### config.mk
export PLATFORM = sky130hd
export DESIGN_NAME = pc_stack_unit
export DESIGN_NICKNAME = d
export VERILOG_FILES = /design/src/rtl/pcs_pkg.sv /design/src/rtl/pcs_arbiter.sv /design/src/rtl/pcs_stack.sv /design/src/rtl/pcs_next.sv /design/src/rtl/pc_stack_unit.sv
export SDC_FILE = /design/constraint.sdc
export NUM_CORES = 1
export LEC_CHECK = 0
export CAP_MARGIN = 0
export CORE_MARGIN = 2
export CORE_UTILIZATION = 50
export CTS_CLUSTER_SIZE = 25
export DETAILED_ROUTE_END_ITERATION = 7
export HOLD_SLACK_MARGIN = 0.12
export PLACE_DENSITY_LB_ADDON = 0.1
export SLEW_MARGIN = 30
export SYNTH_ARGS = -nofsm -noshare
export SYNTH_HDL_FRONTEND = slang
export SYNTH_HIERARCHICAL = 1
export SYNTH_SLANG_ARGS = --single-unit
### constraint.sdc
create_clock -name clk -period 3.52 [get_ports clk]
set_input_delay 0.704 -clock clk [delete_from_list [all_inputs] [get_ports clk]]
set_output_delay 0.704 -clock clk [all_outputs]
set_load 0.05 [all_outputs]
### src/rtl/pcs_pkg.sv
package pcs_pkg;
  typedef enum logic [2:0] {
    OP_HOLD,
    OP_STEP,
    OP_JUMP,
    OP_CALL,
    OP_RET,
    OP_IRQ
  } pc_op_e;
endpackage

### src/rtl/pcs_arbiter.sv
// Resolves simultaneous control strobes into a single operation.
module pcs_arbiter
  import pcs_pkg::*;
(
  input  logic   irq_take,
  input  logic   call,
  input  logic   jump,
  input  logic   ret,
  input  logic   step,
  output pc_op_e op
);
  always_comb begin
    if (irq_take)  op = OP_IRQ;
    else if (call) op = OP_CALL;
    else if (jump) op = OP_JUMP;
    else if (ret)  op = OP_RET;
    else if (step) op = OP_STEP;
    else           op = OP_HOLD;
  end
endmodule

### src/rtl/pcs_stack.sv
// Circular return-address stack; pointer addresses the next free slot.
module pcs_stack #(
  parameter int W     = 13,
  parameter int DEPTH = 8
) (
  input  logic         clk,
  input  logic         rst_n,
  input  logic         push,
  input  logic         pop,
  input  logic [W-1:0] push_data,
  output logic [W-1:0] top_data
);
  localparam int PTR_W = (DEPTH > 1) ? $clog2(DEPTH) : 1;

  logic [W-1:0]     slots [DEPTH];
  logic [PTR_W-1:0] wr_ptr;
  logic [PTR_W-1:0] rd_ptr;

  // Wrapping decrement; DEPTH is a power of two so natural overflow wraps.
  assign rd_ptr   = wr_ptr - PTR_W'(1);
  assign top_data = slots[rd_ptr];

  always_ff @(posedge clk or negedge rst_n) begin
    if (!rst_n) begin
      wr_ptr <= '0;
    end else if (push) begin
      wr_ptr <= wr_ptr + PTR_W'(1);
    end else if (pop) begin
      wr_ptr <= rd_ptr;
    end
  end

  for (genvar g = 0; g < DEPTH; g++) begin : g_slot
    always_ff @(posedge clk or negedge rst_n) begin
      if (!rst_n) begin
        slots[g] <= '0;
      end else if (push && (wr_ptr == PTR_W'(g))) begin
        slots[g] <= push_data;
      end
    end
  end
endmodule

### src/rtl/pcs_next.sv
// Next-counter selection and the value to be saved on a push.
module pcs_next
  import pcs_pkg::*;
#(
  parameter int              PC_W    = 13,
  parameter logic [PC_W-1:0] RST_VEC = '0,
  parameter logic [PC_W-1:0] IRQ_VEC = PC_W'(4)
) (
  input  pc_op_e          op,
  input  logic [PC_W-1:0] pc,
  input  logic [PC_W-1:0] tgt,
  input  logic [PC_W-1:0] stack_top,
  output logic [PC_W-1:0] pc_nxt,
  output logic            push,
  output logic            pop,
  output logic [PC_W-1:0] push_val
);
  logic [PC_W-1:0] pc_inc;
  assign pc_inc = pc + PC_W'(1);

  always_comb begin
    pc_nxt   = pc;
    push     = 1'b0;
    pop      = 1'b0;
    push_val = pc_inc;
    unique case (op)
      OP_IRQ: begin
        pc_nxt   = IRQ_VEC;
        push     = 1'b1;
        push_val = pc;
      end
      OP_CALL: begin
        pc_nxt = tgt;
        push   = 1'b1;
      end
      OP_JUMP: pc_nxt = tgt;
      OP_RET: begin
        pc_nxt = stack_top;
        pop    = 1'b1;
      end
      OP_STEP: pc_nxt = pc_inc;
      default: pc_nxt = pc;
    endcase
  end
endmodule

### src/rtl/pc_stack_unit.sv
module pc_stack_unit
  import pcs_pkg::*;
#(
  parameter int              PC_W    = 13,
  parameter int              PHYS_W  = 10,
  parameter int              DEPTH   = 8,
  parameter logic [PC_W-1:0] RST_VEC = '0,
  parameter logic [PC_W-1:0] IRQ_VEC = PC_W'(4)
) (
  input  logic              clk,
  input  logic              rst_n,
  input  logic              irq_take,
  input  logic              call,
  input  logic              jump,
  input  logic              ret,
  input  logic              step,
  input  logic [PC_W-1:0]   tgt_addr,
  output logic [PHYS_W-1:0] fetch_addr,
  output logic [PC_W-1:0]   pc_full
);
  pc_op_e          op;
  logic [PC_W-1:0] pc_q, pc_nxt, push_val, stack_top;
  logic            push, pop;

  pcs_arbiter u_arb (
    .irq_take (irq_take),
    .call     (call),
    .jump     (jump),
    .ret      (ret),
    .step     (step),
    .op       (op)
  );

  pcs_next #(.PC_W(PC_W), .RST_VEC(RST_VEC), .IRQ_VEC(IRQ_VEC)) u_next (
    .op        (op),
    .pc        (pc_q),
    .tgt       (tgt_addr),
    .stack_top (stack_top),
    .pc_nxt    (pc_nxt),
    .push      (push),
    .pop       (pop),
    .push_val  (push_val)
  );

  pcs_stack #(.W(PC_W), .DEPTH(DEPTH)) u_stk (
    .clk       (clk),
    .rst_n     (rst_n),
    .push      (push),
    .pop       (pop),
    .push_data (push_val),
    .top_data  (stack_top)
  );

  always_ff @(posedge clk or negedge rst_n) begin
    if (!rst_n) pc_q <= RST_VEC;
    else        pc_q <= pc_nxt;
  end

  assign pc_full = pc_q;

  // Physical window fold: keep only the implemented address bits.
  if (PHYS_W < PC_W) begin : g_fold
    assign fetch_addr = pc_q[PHYS_W-1:0];
  end else begin : g_pass
    assign fetch_addr = PHYS_W'(pc_q);
  end
endmodule

Word level (Yosys, flattened, before mapping)
Cells that the tools add are included.
- register bits: 120
- latch bits: 0
- memories: 0
- memory bits (writable): 0
- bits in read-only memories: 0
- logic and storage cells: 54
- output and inout bits: 23
- bits of input ports: 20
- multipliers: 0
- add/subtract/negate cells: 3
- mux-type cells: 14
- div/mod/pow operators: 0
- shifts and indexed selects: 0
- reduce and logical (&&, ||, !) cells: 13
- equal/unequal tests: 12
- order comparisons: 1
- bitwise operators: 1
- operator list (cell ; number):
    case mux 13 bit (4 select lines) ; 1
    binary-select mux 13 bit (select 3 bit) ; 1
    two-way mux 13 bit ; 3
    == test 3 bit, second input constant ; 6
    two-way mux 3 bit ; 6
    adder 13 x 1 -> 13 bit, second input constant ; 1
    == test 3 x 2 -> 1 bit, second input constant ; 4
    logical AND 1 bit ; 8
    == test 3 x 1 -> 1 bit, second input constant ; 2
    >= comparator 4 bit, second input constant ; 1
    inverter 3 -> 4 bit ; 1
    nonzero test 4 bit ; 1
    OR reduction 2 bit ; 2
    adder 3 x 1 -> 3 bit, second input constant ; 1
    zero test 3 bit ; 1
    two-way mux 1 bit ; 3
    subtractor 3 x 1 -> 3 bit, second input constant ; 1
    nonzero test 2 bit ; 1

Depth between registers and ports, before layout
Gate-level depths: netlist (run 1).
- depth after elaboration: 9
- gate-level depth with buffers: 13
- gate-level depth less buffers: 9

By module
The synthesis (run 1) kept the hierarchy.
- by module, submodules not included (module ; area each (µm²) ; times used ; cells each ; seq. area each (µm²)):
    pcs_stack ; 5151.2 ; 1 ; 383 ; 2677.6
    pcs_next ; 992.2 ; 1 ; 154 ; 0.0
    pc_stack_unit ; 400.4 ; 1 ; 23 ; 325.3
    pcs_arbiter ; 28.8 ; 1 ; 5 ; 0.0

Least setup slack after synthesis (run 1)
Ideal clock, no wire load.
- kind: reg2reg
- start point: reg u_stk.wr_ptr[0]
- end point: reg pc_q[9], in the netlist pc_full[9]
- library setup time: 0.121 ns
- required time: 3.399 ns
- arrival: 2.498 ns
- path slack: 0.901 ns
- cell stages (with the launch flop): 13
- buffers on the path: 4
- cells stage by stage: dfrtp_1 > buf_4 > buf_2 > buf_6 > inv_1 > ha_1 > xor2_2 > buf_4 > a2111oi_0 > nor4_1 > o21ai_0 > a31oi_1 > o22a_1
- longest elaborated chain between the ends: 6
- RTL lines (what ; RTL line ; RTL):
    start: declaration ; pcs_stack.sv:16 ; logic [PTR_W-1:0] wr_ptr;
    start signal: assignment ; pcs_stack.sv:27 ; wr_ptr <= wr_ptr + PTR_W'(1);
    start signal: assignment ; pcs_stack.sv:29 ; wr_ptr <= rd_ptr;
    subtractor 3 x 1 -> 3 bit ; pcs_stack.sv:20 ; assign rd_ptr = wr_ptr - PTR_W'(1);
    inverter 3 -> 4 bit (implied by the code) ; pcs_stack.sv:21 ; assign top_data = slots[rd_ptr];
    binary-select mux 13 bit (select 3 bit) ; pcs_stack.sv:21 ;
    two-way mux 13 bit (implied by the code) (2 in series) ; pcs_stack.sv:21 ;
    net stack_top[9] ; pc_stack_unit.sv:22 ; logic [PC_W-1:0] pc_q, pc_nxt, push_val, stack_top;
    case mux 13 bit (4 select lines) ; pcs_next.sv:26 ; unique case (op)
    net pc_nxt[9] ; pc_stack_unit.sv:22 ;
    end signal: assignment ; pc_stack_unit.sv:56 ; else pc_q <= pc_nxt;
    end: declaration ; pc_stack_unit.sv:22 ;
The timed path passes the listed nets, and every way through them passes these cells. The select of a mux whose other input is x is not followed.
A chain may end at the register's enable or synchronous reset.

Worst setup path in the final report (run 1)
- start point: reg u_stk.wr_ptr[1]
- end point: reg pc_q[9], in the netlist pc_full[9]
The elaborated chain is that of the path after synthesis.

==> impl_metrics.toml, run 1 <==
[clocking]
hold_buffers = 0
cts_tree = "done"
clockBufferDepth = 2
h-tree-depth = 4
worstSkewPairLatency_ps = 410
post_cts_resized = 0
cts_setup_buffers = 0
cts_root_buf = "clkbuf_16"
cts_buffers = 17
cts.clk_slew.worst_paths_ps = 60
cts_sinks = 120

[power]
vdd_drop_max_v = 0.000452
p_total_uw = 7340
power_density_nw_per_um2 = 952
p_comb_share_pct = 45.4
power_leakage_uw = 0.00351
p_int_uw = 4530
seq_power_share_pct = 31.1
p_switching_uw = 2810
p_clk_share_pct = 23.5
switching_share_pct = 38.3

[global_route]
grt_pass1_wl_um = 25600
grt_antenna_before_repair = 0
grtUsageMet1_pct = 31.5
use_met3_pct = 4.68
use_met2_pct = 37.4
grt_max_degree = 84
track_usage_pct = 23.5
busiest_layer = "met2"
grt_pass1_vias = 4689
grt_overflow = 0

[logic_synthesis]
syn_avg_cell_area_um2 = 11.6
yosysUniqueCellTypes = 56
yosysSeqAreaShare_pct = 45.7
ys_top_cells_by_area = "dfrtp_1, mux2_2, mux2i_1"
syn_inst = 565
yosys.area_share.simple_pct = 11.8
syn_area_um2 = 6570
yosys.area_share.adder_pct = 1.52
synthMuxAreaShare_pct = 22.8
ys_seq_elements = 120
synth.net_count = 593
synth_top_family_by_area = "multiplexers"
yosysWarnings = 6
synth_top_area_share_pct = 45.7
synth_top_area_cell = "dfrtp_1"
synth_compound_area_share_pct = 9.78
async_flop_share_pct = 100
synth-edff-count = 0
synthXorXnorAreaFrac_pct = 2.76
ys.flop_type = "dfrtp_1"

[place]
finalWeightedCongestion = 0.807
port_buffers = 42
dpl.hpwl_um = 10200
placed_cells = 749

[timing]
final-setup-viol-count = 0
fin_setup_tns_ps = 0
period_needed_ps = 3000
relSlewSlack_pct = 43.9
period_share_pct = 85.3
finalMaxSlewViolations = 0
rsz0062_at_grt = "no"
worst_pin_slew_ps = 835
finalHoldViolCount = 0
final.setup_skew_ps = 7.85
max_clock_freq_mhz = 333

[setup_path]
max_stage_delay_ps = 650
critPathLaunchType = "flip-flop"
slowest_stage = "xnor2_2"
arrival_ps = 3350
path_cells = "inv_1, ha_1, xnor2_2, buf_4, a2111oi_0, nor4_1, o21ai_0, a31oi_1, o22a_1"
end_kind = "flip-flop"
path_class = "reg -> reg"
crit_required_ps = 3870
path_buf_inv = 2
cp_max_fo = 15
cp_top_family = "compound AO/OA/AOI/OAI gates"

[layout]
num-nets-final = 625
finalNonFillerCells = 782
final_common_cell = "dfrtp_1"
drive_above_1_share_pct = 29.0
num-fill-cells = 1082
n_antenna_cell = 0
final_cell_mix = "dfrtp_1, mux2_2, clkdlybuf4s50_1"
synthToLayoutAreaGrowth_pct = 17.4

[routing]
drtIter0Drc = 383
antenna_left = 0
vias = 4662
viasPerCell = 5.96
wl_um = 15700
dr.pass1.iters = 4
drc = 0
routedWlPerCell_um = 20.1

[floorplan]
die_width_um = 119
ios = 43
initial_core_util_pct = 51.7
die_area_um2 = 14100
core_area_um2 = 12700
die_height_um = 119
rows = 41

[hold_path]
hold_class = "in -> async"

[run_status]
outcome = "finished, final reports clean"

[flow_run]
drv_cap = 0
## path summary, 6_finish.rpt
kind	from	to	slack (ps)	depth (start not counted)
max reg2reg	u_stk/wr_ptr[1]$_DFFE_PN0P_	pc_full[9]$_DFF_PN0_	520	9
min in group clk	u_stk/slots[63]$_DFFE_PN0P_	u_stk/slots[63]$_DFFE_PN0P_	500	1
min	rst_n	pc_full[1]$_DFF_PN0_	340	1
max	u_stk/wr_ptr[1]$_DFFE_PN0P_	pc_full[9]$_DFF_PN0_	520	9
max in group asynchronous	rst_n	u_stk/slots[96]$_DFFE_PN0P_	2450	2
min reg2reg	u_stk/slots[63]$_DFFE_PN0P_	u_stk/slots[63]$_DFFE_PN0P_	500	1
## layout make-up
class                      count  area (µm²)  area share, %
multi-input combinational    385        3210           41.6
sequential                   120        3000           38.9
timing repair buffer          65         664           8.61
clock buffer                  25         505           6.55
tap                          172         215           2.79
clock inverter                 7        90.1           1.17
inverter                       8        30.0          0.389
## layer usage
| metal | part of all wire, % | wire length [µm] |
|---|---|---|
| met5 | 0 | 0 |
| met4 | 2.1 | 328 |
| met3 | 4.7 | 736 |
| met2 | 47 | 7420 |
| met1 | 46 | 7220 |
## synthesized netlist by cell type, types with 8 or more instances
| master | instances |
|---|---|
| xnor2_1 | 12 |
| dfrtp_1 | 120 |
| mux2_2 | 104 |
| nand3_1 | 11 |
| nand2_1 | 16 |
| buf_2 | 22 |
| nor2_1 | 16 |
| ha_1 | 8 |
| mux2i_1 | 33 |
| nor2b_1 | 24 |
| and3_1 | 25 |
| a31oi_1 | 8 |
| a2111oi_0 | 26 |
| o21ai_0 | 15 |
| a21oi_1 | 9 |
| buf_4 | 15 |
| nor4_1 | 13 |
## sequential cells by signal, summed over array words and instances, names as in the netlist
signal,cells
u_stk/wr_ptr,3
pc_full,13
u_stk/slots,104
## power groups by stage
stage	Sequential (µW)	Combinational [µW]	Clock, µW
floorplan	2300	2360	0
global placement	2270	3220	0
detailed placement	2300	3280	0
CTS	2280	3300	1760
global route	2350	3610	1830
finish	2290	3330	1730
## stage by stage
| stage | setup WS, ps | area [µm²] | util [%] | hold slack (ps) |
|---|---|---|---|---|
| 3_5_place_dp | 255 | 7090 | 55.7 | 485 |
| 3_3_place_gp | 297 | 7090 | 55.7 | 479 |
| 5_1_grt | 410 | 7710 | 60.6 | 428 |
| 6_report | 517 | 7710 | 60.6 | 343 |
| 4_1_cts | 551 | 7690 | 60.4 | 369 |
| 2_1_floorplan | 901 | 6570 | - | 408 |
## kinds of logic (layout without fill, tap and decap cells)
kind of cell	count (synthesis)	after routing
adder cells (fa/ha/maj)	8	8
AO/OA/AOI/OAI	87	87
XOR/XNOR	19	19
AND/OR/NAND/NOR	134	134
flip-flops	120	120
multiplexers	137	137
buffers and inverters	60	105
## worst register-to-register path: stages (launching register included)
cell and delay, ps:
dfrtp_1 390, inv_1 90, ha_1 270, xnor2_2 650
buf_4 320, a2111oi_0 90, nor4_1 560, o21ai_0 210
a31oi_1 200, o22a_1 160
No activity file was read; power rests on OpenSTA's default activity.
==> run 2, diff against run 1 <==
--- a/config.mk
+++ b/config.mk
@@ -10,6 +10,7 @@
 export CORE_UTILIZATION = 50
 export CTS_CLUSTER_SIZE = 25
 export DETAILED_ROUTE_END_ITERATION = 7
+export DONT_BUFFER_PORTS = 1
 export HOLD_SLACK_MARGIN = 0.12
 export PLACE_DENSITY_LB_ADDON = 0.1
 export SLEW_MARGIN = 30
==> run 2 against run 1 <==
Effect of this change: via count down 4.8%; non-clock buffer count shrank 41; routed wire length down 3.0%; utilization is 3.4 points lower; highest routed layer unchanged.
==> impl_metrics.toml, run 2 (same netlist as run 1, synthesis figures left out) <==
[layout]
top_register = "u_stk/slots"
n_antenna_cell = 0
num-nets-final = 584
postLayoutCellArea_um2 = 7280
largest_reg_flops = 104
num-fill-cells = 1100
final_common_cell = "dfrtp_1"
multi_input_area_um2 = 3220
synthToLayoutAreaGrowth_pct = 10.8
drive_above_1_share_pct = 30.8
seqCellArea_um2 = 3000
final_cell_mix = "dfrtp_1, mux2_2, mux2i_1"

[floorplan]
die_area_um2 = 14100
initial_core_util_pct = 51.7
rows = 41
ios = 43
die_height_um = 119
die_width_um = 119
core_area_um2 = 12700

[global_route]
grtUsageMet1_pct = 31.8
use_met3_pct = 5.69
grt_pass1_wl_um = 25000
grt_overflow = 0
track_usage_pct = 22.9
grt_max_degree = 121
busiest_layer = "met2"
use_met2_pct = 34.9
grt_pass1_vias = 4624
grt_antenna_before_repair = 0

[routing]
drc = 0
drtIter0Drc = 318
antenna_left = 0
vias = 4436
viasPerCell = 5.99
wl_um = 15200
routedWlPerCell_um = 20.6
dr.pass1.iters = 5

[setup_path]
arrival_ps = 3350
critPathLaunchType = "flip-flop"
slowest_stage = "nor4_1"
path_cells = "inv_1, ha_1, xor2_2, buf_4, a2111oi_0, nor4_1, o21ai_0, a31oi_1, o22a_1"
path_class = "reg -> reg"
end_kind = "flip-flop"
max_stage_delay_ps = 620
cp_max_fo = 18
crit_required_ps = 3870
path_buf_inv = 2
cp_top_family = "compound AO/OA/AOI/OAI gates"

[flow_run]
drv_cap = 0

[timing]
relSlewSlack_pct = 36.4
max_clock_freq_mhz = 334
period_needed_ps = 3000
rsz0062_at_grt = "no"
final-setup-viol-count = 0
fin_setup_tns_ps = 0
worst_pin_slew_ps = 954
finalMaxSlewViolations = 0
period_share_pct = 85.1
final.setup_skew_ps = 4.23
finalHoldViolCount = 0

[clocking]
worstSkewPairLatency_ps = 410
cts_buffers = 17
h-tree-depth = 4
cts.clk_slew.worst_paths_ps = 50
clockBufferDepth = 2
cts_setup_buffers = 0
cts_sinks = 120
cts_tree = "done"
cts_root_buf = "clkbuf_16"

[place]
port_buffers = 0
finalWeightedCongestion = 0.832
placed_cell_area_um2 = 6640
dpl.hpwl_um = 9520

[hold_path]
hold_class = "in -> async"

[power]
power_leakage_uw = 0.00334
vdd_drop_max_v = 0.000448
power_density_nw_per_um2 = 990

[run_status]
outcome = "finished, final reports clean"
## run 2: changes by cell type in the layout (fill, tap and decap cells not counted), sizes merged
cell           before  now
clkdlybuf4s50      41    0
bufinv              2    4
clkbuf             25   23
clkinv              3    2
## run 2: layout make-up
cell class              instances  share of cell area, %
inverters                       8                  0.413
well taps                     172                   2.96
repair buffers                 24                   2.75
multi-input cells             385                   44.2
clock buffers                  23                   6.43
flip-flops and latches        120                   41.3
clock inverters                 8                   1.99
## run 2: final timing paths
| kind | from | end | slack, ps | cells past startpoint |
|---|---|---|---|---|
| setup / recovery | u_stk/wr_ptr[1]$_DFFE_PN0P_ | pc_full[7]$_DFF_PN0_ | 520 | 9 |
| hold / removal | rst_n | pc_full[0]$_DFF_PN0_ | 230 | 1 |
| setup reg to reg | u_stk/wr_ptr[1]$_DFFE_PN0P_ | pc_full[7]$_DFF_PN0_ | 520 | 9 |
| hold reg to reg | u_stk/slots[7]$_DFFE_PN0P_ | u_stk/slots[7]$_DFFE_PN0P_ | 500 | 1 |
| max in group asynchronous | rst_n | u_stk/wr_ptr[0]$_DFFE_PN0P_ | 2800 | 1 |
| min in group clk | u_stk/slots[7]$_DFFE_PN0P_ | u_stk/slots[7]$_DFFE_PN0P_ | 500 | 1 |
## run 2: metrics by stage
stage | util [%] | power (µW) | setup slack [ps] | hold slack, ps | std cells
after detailed placement | 52.2 | 5360 | 525 | 412 | 708
final | 57.2 | 7210 | 523 | 227 | 740
after global placement | 52.1 | 5240 | 474 | 411 | 708
after CTS | 57.2 | 7230 | 507 | 279 | 740
after floorplan | - | 4670 | 901 | 408 | 565
after global routing | 57.2 | 7660 | 225 | 264 | 740
## run 2: power breakdown
part / switching, µW / internal (µW)
clock network: 599 / 1210
registers: 351 / 1930
logic: 1830 / 1280
## run 2: per-layer routing
layer  wire, µm  share of wire, %  vias to the layer above
met4        236               1.5                        0
met2       6920                45                      113
met5          0                 0                        -
met1       7370                48                     2236
li1           -                 -                     2066
met3        695               4.6                       21
## run 2: worst reg2reg max path: cells and delay by family (launching register included)
kind,cells,cell delay [ps]
compound gates,4,670
simple gates,1,620
fa+ha+maj,1,350
buf+inv,2,450
xor+xnor,1,430
flops,1,420
## run 2: what timing repair did
item | in CTS | in global routing
hold buffers | 1 | 0
endpoints found under the hold margin | 120 | 0
gates resized for setup | 0 | 0
setup endpoints to repair | 0 | 0
==> run 3, diff against run 2 <==
--- a/config.mk
+++ b/config.mk
@@ -8,6 +8,7 @@
 export CAP_MARGIN = 0
 export CORE_MARGIN = 2
 export CORE_UTILIZATION = 50
+export CTS_BUF_LIST = sky130_fd_sc_hd__clkbuf_4 sky130_fd_sc_hd__clkbuf_8
 export CTS_CLUSTER_SIZE = 25
 export DETAILED_ROUTE_END_ITERATION = 7
 export DONT_BUFFER_PORTS = 1
==> constraint.sdc (replaced) <==
create_clock -name clk -period 3.37 [get_ports clk]
set_input_delay 0.674 -clock clk [delete_from_list [all_inputs] [get_ports clk]]
set_output_delay 0.674 -clock clk [all_outputs]
set_load 0.05 [all_outputs]
==> run 3 against run 2 <==
Effect of this change: the flow now finishes with violations (negative hold slack); final cell count grew 0.41%; worst setup slack improved by 56 ps; combinational power up 4%; critical path depth shrank 1; maximum frequency rose by 7.4%; critical endpoint is now pc_full[12]$_DFF_PN0_; sequential power grew 3%; clock power decreased by 26%.
==> impl_metrics.toml, run 3 (same netlist as run 1, synthesis figures left out) <==
[layout]
top_register = "u_stk/slots"
postLayoutCellArea_um2 = 7080
drive_above_1_share_pct = 31.9
multi_input_area_um2 = 3220
n_antenna_cell = 0
finalNonFillerCells = 743
num-fill-cells = 1150
seqCellArea_um2 = 3000
final_cell_mix = "dfrtp_1, mux2_2, mux2i_1"
num-nets-final = 586
synthToLayoutAreaGrowth_pct = 7.67
largest_reg_flops = 104
final_common_cell = "dfrtp_1"

[routing]
vias = 4467
antenna_left = 0
drc = 0
viasPerCell = 6.01
dr.pass1.iters = 4
wl_um = 15100
drtIter0Drc = 362
routedWlPerCell_um = 20.3

[timing]
fin_setup_tns_ps = 0
period_share_pct = 82.8
whs_ps = -89.4
period_needed_ps = 2790
worst_pin_slew_ps = 993
final-setup-viol-count = 0
final.setup_skew_ps = 12.8
relSlewSlack_pct = 33.8
max_clock_freq_mhz = 358
finalHoldViolCount = 120
rsz0062_at_grt = "no"
finalMaxSlewViolations = 0

[floorplan]
die_area_um2 = 14100
core_area_um2 = 12700
die_width_um = 119
initial_core_util_pct = 51.7
rows = 41
die_height_um = 119
ios = 43

[clocking]
h-tree-depth = 4
cts_root_buf = "clkbuf_8"
clockBufferDepth = 2
worstSkewPairLatency_ps = 450
cts.clk_slew.worst_paths_ps = 70
cts_tree = "done"
cts_sinks = 120
cts_buffers = 17

[place]
finalWeightedCongestion = 0.823
port_buffers = 0
placed_cells = 711
placed_cell_area_um2 = 6660
dpl.hpwl_um = 9600

[global_route]
grt_pass1_vias = 4511
track_usage_pct = 22.7
grt_pass1_wl_um = 24600
grt_overflow = 0
grt_antenna_before_repair = 0
grt_max_degree = 121

[setup_path]
critPathLaunchType = "flip-flop"
path_class = "reg -> reg"
end_kind = "flip-flop"
crit_required_ps = 3720
arrival_ps = 3140
cp_max_fo = 26

[power]
vdd_drop_max_v = 0.000444
power_leakage_uw = 0.00326
p_total_uw = 6940
power_density_nw_per_um2 = 980

[run_status]
violations = "negative hold slack"
outcome = "finished with violations"

[hold_path]
hold_class = "in -> async"

[flow_run]
drv_cap = 0
[run 3: cell types whose count changed in the layout (fill, tap and decap cells not counted), moves of 2 or more]
cell,delta
buf_4,+3
bufinv_16,-2
clkbuf_1,-4
clkbuf_16,-17
clkbuf_4,+3
clkbuf_8,+20
[run 3: layer usage]
layer | track usage, % | up-vias | routed length [µm]
met5 | 0 | - | 0
met4 | 6.32 | 0 | 138
met3 | 6.42 | 12 | 640
met2 | 34.5 | 103 | 6960
met1 | 31.8 | 2277 | 7360
li1 | - | 2075 | -
[run 3: path summary, 6_finish.rpt]
path,start,endpoint,slack [ps],cells past startpoint
worst max-delay path,u_stk/wr_ptr[1]$_DFFE_PN0P_,pc_full[12]$_DFF_PN0_,580,8
worst min-delay path,rst_n,u_stk/slots[103]$_DFFE_PN0P_,-90,0
worst max register to register,u_stk/wr_ptr[1]$_DFFE_PN0P_,pc_full[12]$_DFF_PN0_,580,8
worst min register to register,u_stk/slots[63]$_DFFE_PN0P_,u_stk/slots[63]$_DFFE_PN0P_,500,1
max in group asynchronous,rst_n,u_stk/slots[59]$_DFFE_PN0P_,3270,0
min in group clk,tgt_addr[0],pc_full[0]$_DFF_PN0_,450,2
[run 3: what timing repair did]
| action | CTS | global route |
|---|---|---|
| buffers inserted | 0 | 0 |
| endpoints found under the hold margin | 120 | 120 |
| resized for setup | 0 | 0 |
[run 3: worst max-delay path, cell delays in order (launching register included)]
cell	delay, ps
dfrtp_1	410
inv_1	100
ha_1	300
xnor2_4	630
a2111oi_0	190
nor4_1	490
nor2_1	80
o31a_1	260
a221oi_2	230
[run 3: cell type report]
type	instances	area share [%]
Multi-Input combinational cell	385	45.5
Sequential cell	120	42.5
Tap cell	172	3.04
Inverter	8	0.424
Timing Repair Buffer	26	2.76
Clock buffer	25	4.60
Clock inverter	7	1.27
[run 3: power by group]
group          total [µW]  switching [µW]  internal [µW]
sequential           2370             350           2020
combinational        3230            1880           1350
clock                1340             563            776
total                6940            2790           4140
[run 3: stage by stage]
| step | setup slack (ps) | utilization (%) | hold slack [ps] |
|---|---|---|---|
| after floorplan | 751 | - | 378 |
| after global placement | 456 | 52.3 | 381 |
| after detailed placement | 613 | 52.4 | 381 |
| after CTS | 645 | 55.6 | -107 |
| after global routing | 415 | 55.6 | -112 |
| final | 579 | 55.6 | -89.4 |
